<file path="config.mk">
export PLATFORM = sky130hd
export DESIGN_NAME = gpio_irq_sel
export DESIGN_NICKNAME = d
export VERILOG_FILES = /design/src/rtl/gpio_irq_sel_pkg.sv /design/src/rtl/gpio_irq_regs.sv /design/src/rtl/gpio_irq_chan.sv /design/src/rtl/gpio_irq_sel.sv
export SDC_FILE = /design/constraint.sdc
export NUM_CORES = 1
export LEC_CHECK = 0
export BUFFER_PORTS_ARGS = -buffer_cell sky130_fd_sc_hd__buf_2
export CORE_MARGIN = 2
export CORE_UTILIZATION = 55
export DETAILED_ROUTE_END_ITERATION = 12
export PLACE_DENSITY = 0.86
export RECOVER_POWER = 25
export SYNTH_ARGS = -nofsm -noshare
export SYNTH_HDL_FRONTEND = slang
export SYNTH_SLANG_ARGS = --single-unit
</file>
<file path="constraint.sdc">
create_clock -name clk -period 2.25 [get_ports clk]
set_input_delay 0.3375 -clock clk [delete_from_list [all_inputs] [get_ports clk]]
set_output_delay 0.3375 -clock clk [all_outputs]
set_load 0.05 [all_outputs]
</file>
<file path="src/rtl/gpio_irq_sel_pkg.sv">
package gpio_irq_sel_pkg;

    // Register offsets; the select split between two words is decoded per channel
    localparam logic [4:0] OFS_CTRL   = 5'h00;
    localparam logic [4:0] OFS_SEL_LO = 5'h04;
    localparam logic [4:0] OFS_SEL_HI = 5'h08;
    localparam logic [4:0] OFS_FILT   = 5'h0C;
    localparam logic [4:0] OFS_STAT   = 5'h10;

    localparam int         SEL_W      = 8;
    localparam logic [7:0] SEL_PARKED = 8'hFF;

    typedef enum logic [2:0] {
        CH_OFF,
        CH_SETTLE,
        CH_LEVEL,
        CH_ARMED,
        CH_PENDING
    } ch_state_e;

endpackage

</file>
<file path="src/rtl/gpio_irq_regs.sv">
module gpio_irq_regs
    import gpio_irq_sel_pkg::*;
#(
    parameter int NUM_CH = 8,
    parameter int FLT_W  = 3
) (
    input  logic                          clk,
    input  logic                          rst_n,
    input  logic                          wr_en,
    input  logic [4:0]                    addr,
    input  logic [31:0]                   wdata,
    input  logic [NUM_CH-1:0]             pend,
    output logic [31:0]                   rdata,
    output logic [NUM_CH-1:0][SEL_W-1:0]  sel_q,
    output logic [NUM_CH-1:0]             edge_q,
    output logic [NUM_CH-1:0]             low_q,
    output logic [NUM_CH-1:0][FLT_W-1:0]  flt_q,
    output logic [NUM_CH-1:0]             reprog,
    output logic [NUM_CH-1:0]             clr
);

    localparam int LO_CH = (NUM_CH < 4) ? NUM_CH : 4;

    function automatic logic [4:0] sel_word(input int n);
        return (n < 4) ? OFS_SEL_LO : OFS_SEL_HI;
    endfunction

    always_ff @(posedge clk or negedge rst_n) begin
        if (!rst_n) begin
            sel_q  <= {NUM_CH{SEL_PARKED}};
            edge_q <= '0;
            low_q  <= '0;
            flt_q  <= '0;
        end else if (wr_en) begin
            for (int n = 0; n < NUM_CH; n++) begin
                if (addr == OFS_CTRL) begin
                    edge_q[n] <= wdata[n];
                    low_q[n]  <= wdata[16+n];
                end
                if (addr == sel_word(n))
                    sel_q[n] <= wdata[8*(n%4) +: SEL_W];
                if (addr == OFS_FILT)
                    flt_q[n] <= wdata[4*n +: FLT_W];
            end
        end
    end

    // A write only counts as a reprogram if it alters this channel's own fields
    always_comb begin
        for (int n = 0; n < NUM_CH; n++) begin
            reprog[n] = wr_en && (
                ((addr == OFS_CTRL) &&
                 ((wdata[n] != edge_q[n]) || (wdata[16+n] != low_q[n]))) ||
                ((addr == sel_word(n)) &&
                 (wdata[8*(n%4) +: SEL_W] != sel_q[n])));
            clr[n] = wr_en && (addr == OFS_STAT) && wdata[n];
        end
    end

    always_comb begin
        rdata = '0;
        case (addr)
            OFS_CTRL: begin
                for (int n = 0; n < NUM_CH; n++) begin
                    rdata[n]    = edge_q[n];
                    rdata[16+n] = low_q[n];
                end
            end
            OFS_SEL_LO: begin
                rdata = '1;
                for (int n = 0; n < LO_CH; n++)
                    rdata[8*n +: SEL_W] = sel_q[n];
            end
            OFS_SEL_HI: begin
                rdata = '1;
                for (int n = 4; n < NUM_CH; n++)
                    rdata[8*(n-4) +: SEL_W] = sel_q[n];
            end
            OFS_FILT: begin
                for (int n = 0; n < NUM_CH; n++)
                    rdata[4*n +: FLT_W] = flt_q[n];
            end
            OFS_STAT: rdata[NUM_CH-1:0] = pend;
            default:  rdata = '0;
        endcase
    end

endmodule

</file>
<file path="src/rtl/gpio_irq_chan.sv">
module gpio_irq_chan
    import gpio_irq_sel_pkg::*;
#(
    parameter int NUM_SRC    = 64,
    parameter int SYNC_DEPTH = 2,
    parameter int FLT_W      = 3,
    parameter int FLT_UNIT   = 8
) (
    input  logic               clk,
    input  logic               rst_n,
    input  logic [NUM_SRC-1:0] gpio_in,
    input  logic [SEL_W-1:0]   sel,
    input  logic               edge_md,
    input  logic               act_low,
    input  logic [FLT_W-1:0]   flt,
    input  logic               reprog,
    input  logic               clr,
    output logic               irq,
    output logic               pend
);

    localparam int             IDX_W      = $clog2(NUM_SRC);
    localparam int             UNIT_W     = $clog2(FLT_UNIT);
    localparam int             CNT_W      = FLT_W + UNIT_W;
    localparam int             SET_W      = $clog2(SYNC_DEPTH + 2);
    localparam logic [SET_W-1:0] SETTLE_LEN = SET_W'(SYNC_DEPTH + 1);
    localparam logic [SEL_W:0] SRC_LIM    = (SEL_W+1)'(NUM_SRC);

    ch_state_e            state_q, state_d;
    logic [SET_W-1:0]     settle_q;
    logic [SYNC_DEPTH-1:0] sync_q;
    logic [CNT_W-1:0]     cnt_q;
    logic [CNT_W-1:0]     span;
    logic                 filt_q, prev_q;
    logic                 enabled, raw, synced, act_now, act_prev, edge_hit;

    assign enabled  = (sel != SEL_PARKED) && ({1'b0, sel} < SRC_LIM);
    assign raw      = enabled ? gpio_in[sel[IDX_W-1:0]] : 1'b0;
    assign synced   = sync_q[SYNC_DEPTH-1];
    assign span     = {flt, {UNIT_W{1'b0}}};
    assign act_now  = filt_q ^ act_low;
    assign act_prev = prev_q ^ act_low;
    assign edge_hit = act_now && !act_prev;

    // Synchronizer, stability filter and one-sample history
    always_ff @(posedge clk or negedge rst_n) begin
        if (!rst_n) begin
            sync_q   <= '0;
            cnt_q    <= '0;
            filt_q   <= 1'b0;
            prev_q   <= 1'b0;
            settle_q <= '0;
        end else begin
            sync_q <= {sync_q[SYNC_DEPTH-2:0], raw};
            prev_q <= filt_q;
            if (state_q == CH_SETTLE || flt == '0) begin
                filt_q <= synced;
                cnt_q  <= '0;
            end else if (synced == filt_q) begin
                cnt_q <= '0;
            end else if (cnt_q == span - CNT_W'(1)) begin
                filt_q <= synced;
                cnt_q  <= '0;
            end else begin
                cnt_q <= cnt_q + CNT_W'(1);
            end
            if (reprog)
                settle_q <= SETTLE_LEN;
            else if (state_q == CH_SETTLE && settle_q != '0)
                settle_q <= settle_q - SET_W'(1);
        end
    end

    always_ff @(posedge clk or negedge rst_n) begin
        if (!rst_n) state_q <= CH_OFF;
        else        state_q <= state_d;
    end

    always_comb begin
        state_d = state_q;
        if (reprog) begin
            state_d = CH_SETTLE;
        end else begin
            unique case (state_q)
                CH_OFF:     state_d = CH_OFF;
                CH_SETTLE: begin
                    if (settle_q == '0) begin
                        if (!enabled)     state_d = CH_OFF;
                        else if (edge_md) state_d = CH_ARMED;
                        else              state_d = CH_LEVEL;
                    end
                end
                CH_LEVEL:   state_d = CH_LEVEL;
                CH_ARMED:   if (edge_hit) state_d = CH_PENDING;
                CH_PENDING: if (clr && !edge_hit) state_d = CH_ARMED;
                default:    state_d = CH_OFF;
            endcase
        end
    end

    always_comb begin
        irq  = 1'b0;
        pend = 1'b0;
        unique case (state_q)
            CH_LEVEL:   irq = act_now;
            CH_PENDING: begin
                irq  = 1'b1;
                pend = 1'b1;
            end
            default: ;
        endcase
    end

endmodule

</file>
<file path="src/rtl/gpio_irq_sel.sv">
module gpio_irq_sel
    import gpio_irq_sel_pkg::*;
#(
    parameter int NUM_CH     = 8,
    parameter int NUM_SRC    = 64,
    parameter int SYNC_DEPTH = 2,
    parameter int FLT_W      = 3,
    parameter int FLT_UNIT   = 8
) (
    input  logic               clk,
    input  logic               rst_n,
    input  logic [NUM_SRC-1:0] gpio_in,
    input  logic               reg_wr_en,
    input  logic [4:0]         reg_addr,
    input  logic [31:0]        reg_wdata,
    output logic [31:0]        reg_rdata,
    output logic [NUM_CH-1:0]  irq_out
);

    logic [NUM_CH-1:0][SEL_W-1:0] cfg_sel;
    logic [NUM_CH-1:0]            cfg_edge;
    logic [NUM_CH-1:0]            cfg_low;
    logic [NUM_CH-1:0][FLT_W-1:0] cfg_flt;
    logic [NUM_CH-1:0]            reprog;
    logic [NUM_CH-1:0]            clr;
    logic [NUM_CH-1:0]            pend;

    gpio_irq_regs #(
        .NUM_CH (NUM_CH),
        .FLT_W  (FLT_W)
    ) u_regs (
        .clk    (clk),
        .rst_n  (rst_n),
        .wr_en  (reg_wr_en),
        .addr   (reg_addr),
        .wdata  (reg_wdata),
        .pend   (pend),
        .rdata  (reg_rdata),
        .sel_q  (cfg_sel),
        .edge_q (cfg_edge),
        .low_q  (cfg_low),
        .flt_q  (cfg_flt),
        .reprog (reprog),
        .clr    (clr)
    );

    for (genvar n = 0; n < NUM_CH; n++) begin : g_ch
        gpio_irq_chan #(
            .NUM_SRC    (NUM_SRC),
            .SYNC_DEPTH (SYNC_DEPTH),
            .FLT_W      (FLT_W),
            .FLT_UNIT   (FLT_UNIT)
        ) u_chan (
            .clk     (clk),
            .rst_n   (rst_n),
            .gpio_in (gpio_in),
            .sel     (cfg_sel[n]),
            .edge_md (cfg_edge[n]),
            .act_low (cfg_low[n]),
            .flt     (cfg_flt[n]),
            .reprog  (reprog[n]),
            .clr     (clr[n]),
            .irq     (irq_out[n]),
            .pend    (pend[n])
        );
    end

endmodule

</file>
==> results_dict.tcl, run 1 <==
set metrics [dict create \
    synth_edf_count 0 \
    status "finished with violations" \
    cts_buffers 24 \
    hold_class "in -> reg" \
    drc 0 \
    yosysWarningCount 0 \
    routed_wl_um 57400 \
    path_max_fanout 8 \
    violations "capacitance limit, slew limit, setup timing" \
    port_buffers 143 \
    synthFlopType "dfrtp_1" \
    cp_data_required_time_ps 2650 \
    dieArea_sq_um 32000 \
    cts_root_buf "clkbuf_16" \
    wl_per_cell_um 26.4 \
    grt.overflow.total 0 \
    cpPeakStageDelay_ps 720 \
    switchingPower_w 0.00753 \
    slowest_stage "dfstp_4" \
    fillers 2037 \
    setup_ws_ps -21.6 \
    cts_sinks 224 \
    setup_viol 1 \
    place_congestion 1.12 \
    track_usage_pct 35.0 \
    drtIter0Drc 2132 \
    ys_ff_latch 224 \
    start_kind "flip-flop" \
    start_util_pct 56.2 \
    path_class "reg -> reg" \
    clk_latency_ps 530 \
    die_width_um 179 \
    min_period_over_period_pct 101 \
    seqPwrFrac_pct 35.9 \
    route.vias.total 15219 \
    internal_power_w 0.0117 \
    rsz0062_at_grt "true" \
    htree_levels 1 \
    skew_ps 12.0 \
    hold_violations 0 \
    num_io_pins 144 \
    pre_cts_slack_ps -198 \
    synthesis.area_sq_um 16800 \
    rows 63 \
    slew_headroom_pct -9.16 \
    synthCells 1581 \
    fmaxAchievable_mhz 440 \
    max-cap-violations 1 \
    syn_to_final_growth_pct 18.3 \
    synth_fp_nets 1717 \
    end_kind "flip-flop" \
    crit_arrival_ps 2670 \
    drt_first_pass_iters 6 \
    core_sq_um 29900 \
    vdd_drop_max_uv 587 \
    report.final.slew_viol_count 63 \
    grt_pass1_wl_um 85600 \
    pwr-share-clk_pct 22.1 \
    min_period_ps 2270 \
    fp.dieH_um 179 \
    yosysUniqueCellTypes 65 \
    worst_pin_slew_ps 1640 \
    powerDensity_nw_per_um2 969 \
    tritoncts "yes" \
    path_clk_slew_ps 70 \
    crit_chain "mux4_2 > mux2i_1 > nor3_1 > nor4_2 > buf_4 > o41ai_1" \
    p_leak_nw 8.41 \
    dpl.hpwl_um 39600 \
    viasPerCell 7.00 \
    drive_gt1_share_pct 36.9 \
    grt_pass1_vias 15170 \
    async_flop_share_pct 100 \
    power_w 0.0193 \
    clock_path_buffers 3 \
    ys_seq_area_share_pct 33.8 \
    grt_max_degree 67 \
    netSwitchingFraction_pct 39.1 \
    antenna_found_initial 1 \
    nNetsFinal 1898 \
    postRouteAntennaNets 0 \
    power.share.combinational_pct 42.0 \
    synth_area_per_cell_sq_um 10.6 \
]
[logic make-up (layout without fill, tap and decap cells)]
family	count (synthesis)	in the layout	share of synthesized area [%]
DFF	224	224	33.8
AOI/OAI and AO/OA	248	248	9.76
xor gates and xnor gates	168	168	8.76
adders and majority gates	32	32	2.38
other	0	3	0
buffers and inverters	171	370	4.46
muxes	296	296	27.7
and+or+nand+nor	442	442	13.1
[flip-flops by register name, indices dropped and copies added (netlist names)]
register              count
g_ch.u_chan.cnt_q        48
g_ch.u_chan.prev_q        8
g_ch.u_chan.state_q      24
g_ch.u_chan.sync_q       16
u_regs.sel_q             64
u_regs.flt_q             24
g_ch.u_chan.filt_q        8
u_regs.edge_q             8
u_regs.low_q              8
g_ch.u_chan.settle_q     16
[per-layer routing]
metal  vias to the layer above  share of wire [%]  global-route usage (%)
met4                         4                7.3                    21.0
met2                      1279                 46                    54.8
met3                       352                 13                    9.67
li1                       6196                  -                       -
met5                         -               0.13                    1.28
met1                      7388                 34                    43.0
[cell usage after synthesis (5+ instances only)]
cell type | count | share of area, %
nor3b_1 | 18 | 0.80
dfrtp_1 | 160 | 24
nor4b_1 | 5 | 0.26
a22oi_1 | 5 | 0.22
o21a_1 | 6 | 0.27
nand3b_1 | 10 | 0.45
buf_4 | 12 | 0.54
o21ai_0 | 64 | 1.9
a211oi_1 | 12 | 0.54
nand3_1 | 34 | 1.0
nor2_1 | 108 | 2.4
buf_1 | 20 | 0.45
or3_1 | 7 | 0.26
and3_1 | 7 | 0.26
mux2_4 | 27 | 2.4
o211ai_1 | 12 | 0.54
nor3_1 | 18 | 0.54
a311oi_1 | 6 | 0.31
a21oi_1 | 52 | 1.5
buf_2 | 23 | 0.69
nand4b_1 | 5 | 0.26
o22ai_1 | 14 | 0.52
a221o_1 | 6 | 0.36
nand2_1 | 127 | 2.8
o41ai_1 | 18 | 0.94
dfstp_2 | 64 | 10
xnor2_1 | 64 | 3.3
inv_1 | 55 | 1.2
a2111oi_0 | 10 | 0.52
a22o_1 | 5 | 0.26
nor4_1 | 25 | 0.93
xor2_1 | 104 | 5.4
nor2b_1 | 36 | 1.3
mux4_2 | 118 | 16
nand2b_1 | 27 | 1.0
o21ai_1 | 5 | 0.15
mux2i_1 | 84 | 5.0
mux2_2 | 67 | 4.5
ha_1 | 32 | 2.4
clkbuf_1 | 54 | 1.2
[power groups by stage]
stage               logic [W]  registers (W)  clock network, W
floorplan             0.00596        0.00598                 0
global placement      0.00707        0.00676                 0
detailed placement    0.00740        0.00686                 0
CTS                   0.00761        0.00685           0.00424
global route          0.00864        0.00706           0.00441
finish                0.00808        0.00691           0.00426
[critical path: cells and delay by family (launching register included)]
kind                   cells  cell delay [ps]
AO/OA/AOI/OAI              1               80
buffers and inverters      1              180
flip-flops                 1              720
multiplexers               2              720
AND/OR/NAND/NOR            2              450
[placed cells by master (no fill, tap or decap), drive strengths merged, types with 6 or more instances in the layout]
master     n
xnor2     64
dfrtp    160
nand3b    10
ha        32
a221o      6
or3        7
nor4      25
nor2b     36
o21ai     69
clkbuf    42
mux4     118
nor3      18
o211ai    12
nor2     108
a21oi     54
nand3     34
a2111oi   10
a311oi     6
inv       55
o41ai     18
and3       7
xor2     104
mux2i     84
buf      265
dfstp     64
nand2b    27
o21a       6
nor3b     18
a211oi    12
o22ai     14
mux2      94
nand2    127
[repair_timing]
action                                  CTS  global route
pin swaps                                 1             6
gates resized for setup                  34            50
buffers inserted                          1            12
endpoints found under the hold margin    31             0
endpoints found under the setup margin   17            36
hold buffers                              1             0
[through the flow]
stage          setup TNS, ps  util, %  area, sq um  std cells  hold WS (ps)
6_report               -21.6     66.6        19900       2173          91.1
5_1_grt                 -496     66.5        19900       2171           114
4_1_cts                    0     65.5        19600       2158          85.4
3_5_place_dp           -1190     62.3        18600       2112           336
3_3_place_gp            -266     62.3        18600       2112           331
2_1_floorplan           -156        -        16900       1581          41.9
[path summary, 6_finish.rpt]
kind                                        endpoint  slack (ps)                     start  cells after the start
setup / recovery            g_ch[6].u_chan.sync_q[0]         -20          u_regs.sel_q[49]                      6
setup reg to reg            g_ch[6].u_chan.sync_q[0]         -20          u_regs.sel_q[49]                      6
min in group asynchronous           u_regs.flt_q[20]         820                     rst_n                      2
hold / removal                      u_regs.sel_q[11]          90             reg_wdata[11]                      3
hold reg to reg             g_ch[1].u_chan.sync_q[1]         360  g_ch[1].u_chan.sync_q[0]                      0
max in group asynchronous  g_ch[7].u_chan.state_q[1]         350                     rst_n                      3
[cell type report]
class	instances	area (sq um)	area share, %
Antenna cell	3	7.51	0.0378
Clock buffer	37	721	3.62
Clock inverter	7	110	0.554
Inverter	55	206	1.04
Multi-Input combinational cell	1186	10700	53.6
Sequential cell	224	5720	28.8
Tap cell	390	488	2.45
Timing Repair Buffer	271	1970	9.92
(Power assumes the default switching activity.)
==> run 2, diff against run 1 <==
--- a/config.mk
+++ b/config.mk
@@ -9,7 +9,7 @@
 export CORE_MARGIN = 2
 export CORE_UTILIZATION = 55
 export DETAILED_ROUTE_END_ITERATION = 12
-export PLACE_DENSITY = 0.86
+export PLACE_DENSITY = 0.77
 export RECOVER_POWER = 25
 export SYNTH_ARGS = -nofsm -noshare
 export SYNTH_HDL_FRONTEND = slang
==> run 2 against run 1 <==
  * Critical path type is now in -> out
  * The run ends with capacitance limit, slew limit left
  * Utilization is 0.39 points lower
  * Cell count is 0.41% lower
  * Clock power is 3% higher
  * Combinational power is 5.0% lower
==> results_dict.tcl, run 2 (synthesis gave the netlist of run 1 again) <==
set metrics [dict create \
    port_buffers 143 \
    cp-startpoint "reg_addr[1]" \
    core_sq_um 29900 \
    cts_sinks 224 \
    viasPerCell 6.68 \
    cp_data_required_time_ps 1910 \
    grt_max_degree 58 \
    largest_register_ffs 64 \
    syn_to_final_growth_pct 17.6 \
    violations "capacitance limit, slew limit" \
    layout_common_cells "dfrtp_1 (158), nand2_1 (125), mux4_2 (118), buf_4 (117), buf_2 (111)" \
    report.final.slew_viol_count 57 \
    clk_latency_ps 540 \
    rr_startpoint "u_regs.sel_q[8]" \
    track_usage_pct 33.7 \
    fin_util_pct 66.2 \
    final_common_cell "dfrtp_1" \
    skew_ps 8.39 \
    placed_area_sq_um 18600 \
    status "finished with violations" \
    hold_violations 0 \
    routed_wl_um 54200 \
    dpl.hpwl_um 39100 \
    top_register "u_regs.sel_q" \
    slew_headroom_pct -0.713 \
    vdd_drop_max_uv 603 \
    fin_cells 2164 \
    worst_pin_slew_ps 1510 \
    holdWs_ps 90.6 \
    numPlacedInstances 2102 \
    path_max_fanout 11 \
    clock_path_buffers 3 \
    drt_first_pass_iters 5 \
    hp-start "reg_wdata[11]" \
    setup_viol 0 \
    cts_buffers 26 \
    die_width_um 179 \
    powerDensity_nw_per_um2 956 \
    crit_arrival_ps 1890 \
    fmaxAchievable_mhz 448 \
    cts_root_buf "clkbuf_16" \
    path_clk_slew_ps 60 \
    min_period_over_period_pct 99.2 \
    tritoncts "yes" \
    fp.dieH_um 179 \
    end_kind "primary output" \
    route.vias.total 14452 \
    antenna_found_initial 2 \
    reg_top3 "u_regs.sel_q: 64 flops, g_ch.u_chan.cnt_q: 48 flops" \
    drive_gt1_share_pct 35.7 \
    grt_pass1_vias 14197 \
    grt.overflow.total 0 \
    wl_per_cell_um 25.0 \
    p_leak_nw 8.38 \
    finish.instance_area_sq_um 19800 \
    drc 0 \
    htree_levels 1 \
    num_io_pins 144 \
    drtIter0Drc 1549 \
    place_congestion 1.01 \
    hold_class "in -> reg" \
    postRouteAntennaNets 0 \
    rsz0062_at_grt "true" \
    dieArea_sq_um 32000 \
    grt_pass1_wl_um 81600 \
    min_period_ps 2230 \
    max-cap-violations 1 \
    path_class "in -> out" \
    start_kind "input pin" \
    start_util_pct 56.2 \
    nNetsFinal 1888 \
    rows 63 \
]
## run 2: worst max-delay path, cell delays in order
cell,delay [ps]
buf_2,100
buf_4,130
or3_4,360
nor3b_4,240
buf_12,170
clkbuf_16,170
a21oi_1,90
o21ai_2,70
buf_4,210
## run 2: final timing paths
| kind | end | slack, ps | depth (start not counted) |
|---|---|---|---|
| worst max-delay path | reg_rdata[1] | 20 | 9 |
| max in group asynchronous | u_regs.sel_q[59] | 380 | 3 |
| worst min register to register | g_ch[7].u_chan.sync_q[1] | 350 | 0 |
| min in group asynchronous | g_ch[6].u_chan.cnt_q[4] | 730 | 2 |
| worst min-delay path | u_regs.sel_q[11] | 90 | 3 |
| worst max register to register | g_ch[1].u_chan.sync_q[0] | 20 | 6 |
## run 2: layout make-up
cell class	instances	area (sq um)
multi-input combinational	1186	10600
fill	2218	10100
sequential	224	5710
timing repair buffer	259	1920
clock buffer	36	749
tap	390	488
inverter	55	206
clock inverter	11	134
antenna	3	7.51
## run 2: layer usage
layer | share of wire, % | vias up | GRT usage, %
li1 | - | 6180 | -
met1 | 38 | 7116 | 44.2
met2 | 46 | 937 | 52.8
met3 | 11 | 219 | 7.53
met4 | 5.8 | 0 | 16.7
met5 | 0 | - | 0
## run 2: report_power, final
part | switching (W) | internal, W | total (W)
Combinational | 0.00395 | 0.00374 | 0.00768
Clock | 0.00173 | 0.00266 | 0.00439
Sequential | 0.00152 | 0.00530 | 0.00683
Total | 0.00719 | 0.0117 | 0.0189
## run 2: what timing repair did
action,in CTS,in global routing
endpoints found under the hold margin,33,0
resized for setup,42,27
setup buffers,1,9
hold buffers,1,0
setup endpoints to repair,34,42
cloned,0,2
pin swaps,1,4
## run 2: through the flow
step / total power, W / setup TNS, ps / worst slack (ps)
detailed placement: 0.0142 / -4280 / -159
floorplan: 0.0119 / -156 / -156
global route: 0.0199 / -59.2 / -54.3
CTS: 0.0187 / 0 / 1.84
finish: 0.0189 / 0 / 18.5
global placement: 0.0139 / -1720 / -78.7
==> run 3, diff against run 2 <==
--- a/config.mk
+++ b/config.mk
@@ -6,10 +6,11 @@
 export NUM_CORES = 1
 export LEC_CHECK = 0
 export BUFFER_PORTS_ARGS = -buffer_cell sky130_fd_sc_hd__buf_2
+export CORE_ASPECT_RATIO = 0.8
 export CORE_MARGIN = 2
 export CORE_UTILIZATION = 55
 export DETAILED_ROUTE_END_ITERATION = 12
-export PLACE_DENSITY = 0.77
+export PLACE_DENSITY = 0.74
 export RECOVER_POWER = 25
 export SYNTH_ARGS = -nofsm -noshare
 export SYNTH_HDL_FRONTEND = slang
==> constraint.sdc (replaced) <==
create_clock -name clk -period 2.35 [get_ports clk]
set_input_delay 0.3525 -clock clk [delete_from_list [all_inputs] [get_ports clk]]
set_output_delay 0.3525 -clock clk [all_outputs]
set_load 0.05 [all_outputs]
==> run 3 against run 2 <==
  * The run still ends with capacitance limit, slew limit left
  * Clock skew increased by 5.2 ps
  * Combinational power is 5.2% lower
  * Utilization is 1.7 points lower
  * Worst setup slack got worse by 1.6 ps
  * Via count is 1.7% lower
  * Total power is 6.2% lower
  * Sequential power shrank 4.5%
  * Cell area shrank 1.3%
  * Sequential share of layout area grew 0.35 points
  * Cell count rose by 0.32%
==> results_dict.tcl, run 3 (synthesis gave the netlist of run 1 again) <==
set metrics [dict create \
    grt_pass1_vias 13933 \
    grt_pass1_wl_um 81300 \
    reg2reg_slack_ps 90 \
    start_kind "input pin" \
    hold_path_end "u_regs.sel_q[11]" \
    fp.dieH_um 160 \
    slew_headroom_pct -23.8 \
    min_period_ps 2330 \
    status "finished with violations" \
    numPlacedInstances 2117 \
    drtIter0Drc 1493 \
    htree_levels 1 \
    layout_common_cells "dfrtp_1 (159), nand2_1 (126), mux4_2 (118), buf_2 (114), buf_4 (106)" \
    place_congestion 1.01 \
    start_util_pct 55.6 \
    route.vias.total 14206 \
    dpl.hpwl_um 39100 \
    postRouteAntennaNets 0 \
    die_width_um 199 \
    power_w 0.0177 \
    pre_cts_slack_ps -109 \
    rr_worst_depth 5 \
    worst_pin_slew_ps 1860 \
    end_kind "primary output" \
    syn_to_final_growth_pct 16.1 \
    top_register "u_regs.sel_q" \
    viasPerCell 6.54 \
    cts_buffers 25 \
    grt_max_degree 69 \
    rows 57 \
    routed_wl_um 52700 \
    clock_path_buffers 3 \
    path_max_fanout 8 \
    fin_cells 2171 \
    dieArea_sq_um 32000 \
    final_common_cell "dfrtp_1" \
    hold_depth 3 \
    grt.overflow.total 0 \
    cts_root_buf "clkbuf_16" \
    drt_first_pass_iters 6 \
    setup_viol 0 \
    fillers 2393 \
    clk_latency_ps 540 \
    violations "capacitance limit, slew limit" \
    num_io_pins 144 \
    max-cap-violations 1 \
    track_usage_pct 33.2 \
    n_antenna_cell 0 \
    hold_violations 0 \
    drc 0 \
    tritoncts "yes" \
    holdWs_ps 85.0 \
    skew_ps 13.6 \
    path_class "in -> out" \
    setup_ws_ps 16.9 \
    report.final.slew_viol_count 66 \
    path_clk_slew_ps 60 \
    wl_per_cell_um 24.3 \
    reg_top3 "u_regs.sel_q: 64 flops, g_ch.u_chan.cnt_q: 48 flops" \
    crit_arrival_ps 1980 \
    cp_data_required_time_ps 2000 \
    cts_sinks 224 \
    antenna_found_initial 1 \
    port_buffers 143 \
    hp-start "reg_wdata[11]" \
    nNetsFinal 1875 \
    rr_startpoint "u_regs.sel_q[1]" \
    vdd_drop_max_uv 571 \
    core_sq_um 30200 \
    p_leak_nw 8.25 \
    r2r-end "g_ch[0].u_chan.sync_q[0]" \
    hold_class "in -> reg" \
    min_period_over_period_pct 99.3 \
    fmaxAchievable_mhz 429 \
    drive_gt1_share_pct 34.1 \
    largest_register_ffs 64 \
    powerDensity_nw_per_um2 909 \
]
-- run 3: changes by cell type in the layout (fill, tap and decap cells not counted), moves of 3 or more --
| cell | previous run | this run |
|---|---|---|
| a22o_1 | 1 | 5 |
| a221o_1 | 2 | 6 |
| diode_2 | 3 | 0 |
| a22o_2 | 4 | 0 |
| a221o_2 | 4 | 0 |
| clkbuf_16 | 29 | 26 |
| buf_2 | 111 | 114 |
| buf_4 | 117 | 106 |
| bufinv_16 | 3 | 0 |
| clkbuf_8 | 4 | 7 |
-- run 3: critical path, stage by stage --
cell and delay [ps]:
buf_2 100, buf_4 130, or3_4 410, nor3b_4 200, buf_4 170, buf_6 140, buf_12 130, a22o_1 150
buf_4 200
-- run 3: worst max path at each step --
stage                         startpoint                   endpoint  slack [ps]  cells after the start
2_1_floorplan                reg_addr[4]              reg_rdata[10]         -90                      4
5_1_grt        g_ch[0].u_chan.state_q[1]               reg_rdata[0]         -10                      5
3_3_place_gp                 reg_addr[2]  g_ch[2].u_chan.state_q[2]        -170                      6
4_1_cts                      reg_addr[1]              reg_rdata[19]          -2                      8
6_report                     reg_addr[1]              reg_rdata[31]          20                      9
3_5_place_dp                 reg_addr[1]  g_ch[0].u_chan.state_q[2]        -110                      7
-- run 3: cell type report --
cell class / count / area, sq um / share of cell area, %
multi-input cells: 1186 / 10500 / 53.8
flip-flops and latches: 224 / 5700 / 29.2
repair buffers: 247 / 1770 / 9.06
clock buffers: 38 / 766 / 3.93
well taps: 413 / 517 / 2.65
inverters: 55 / 206 / 1.06
clock inverters: 8 / 50.0 / 0.257
-- run 3: routing by layer --
layer | global-route usage (%) | vias to the layer above | wire [um]
met3 | 8.71 | 163 | 6110
li1 | - | 6140 | -
met5 | 0 | - | 9
met1 | 46.8 | 7002 | 21200
met4 | 12.5 | 2 | 2200
met2 | 49.5 | 899 | 23200
-- run 3: metrics by stage --
| stage | TNS, ps | instance area, sq um | util (%) |
|---|---|---|---|
| after floorplan | -86.2 | 16900 | - |
| after global placement | -1290 | 18400 | 61.0 |
| final | 0 | 19500 | 64.5 |
| after CTS | -1.82 | 19400 | 64.1 |
| after detailed placement | -1430 | 18400 | 61.0 |
| after global routing | -84.0 | 19500 | 64.5 |
-- run 3: report_power, final --
group / total, W / switching [W] / internal [W]
combinational: 0.00728 / 0.00376 / 0.00352
clock: 0.00393 / 0.00168 / 0.00225
sequential: 0.00652 / 0.00145 / 0.00507
-- run 3: repair_timing --
item,in CTS,in global routing
gates resized for setup,35,21
hold buffers,1,0
buffers inserted,1,4
cloned,0,2
endpoints found under the hold margin,48,0
endpoints found under the setup margin,28,38
pin swaps,0,2
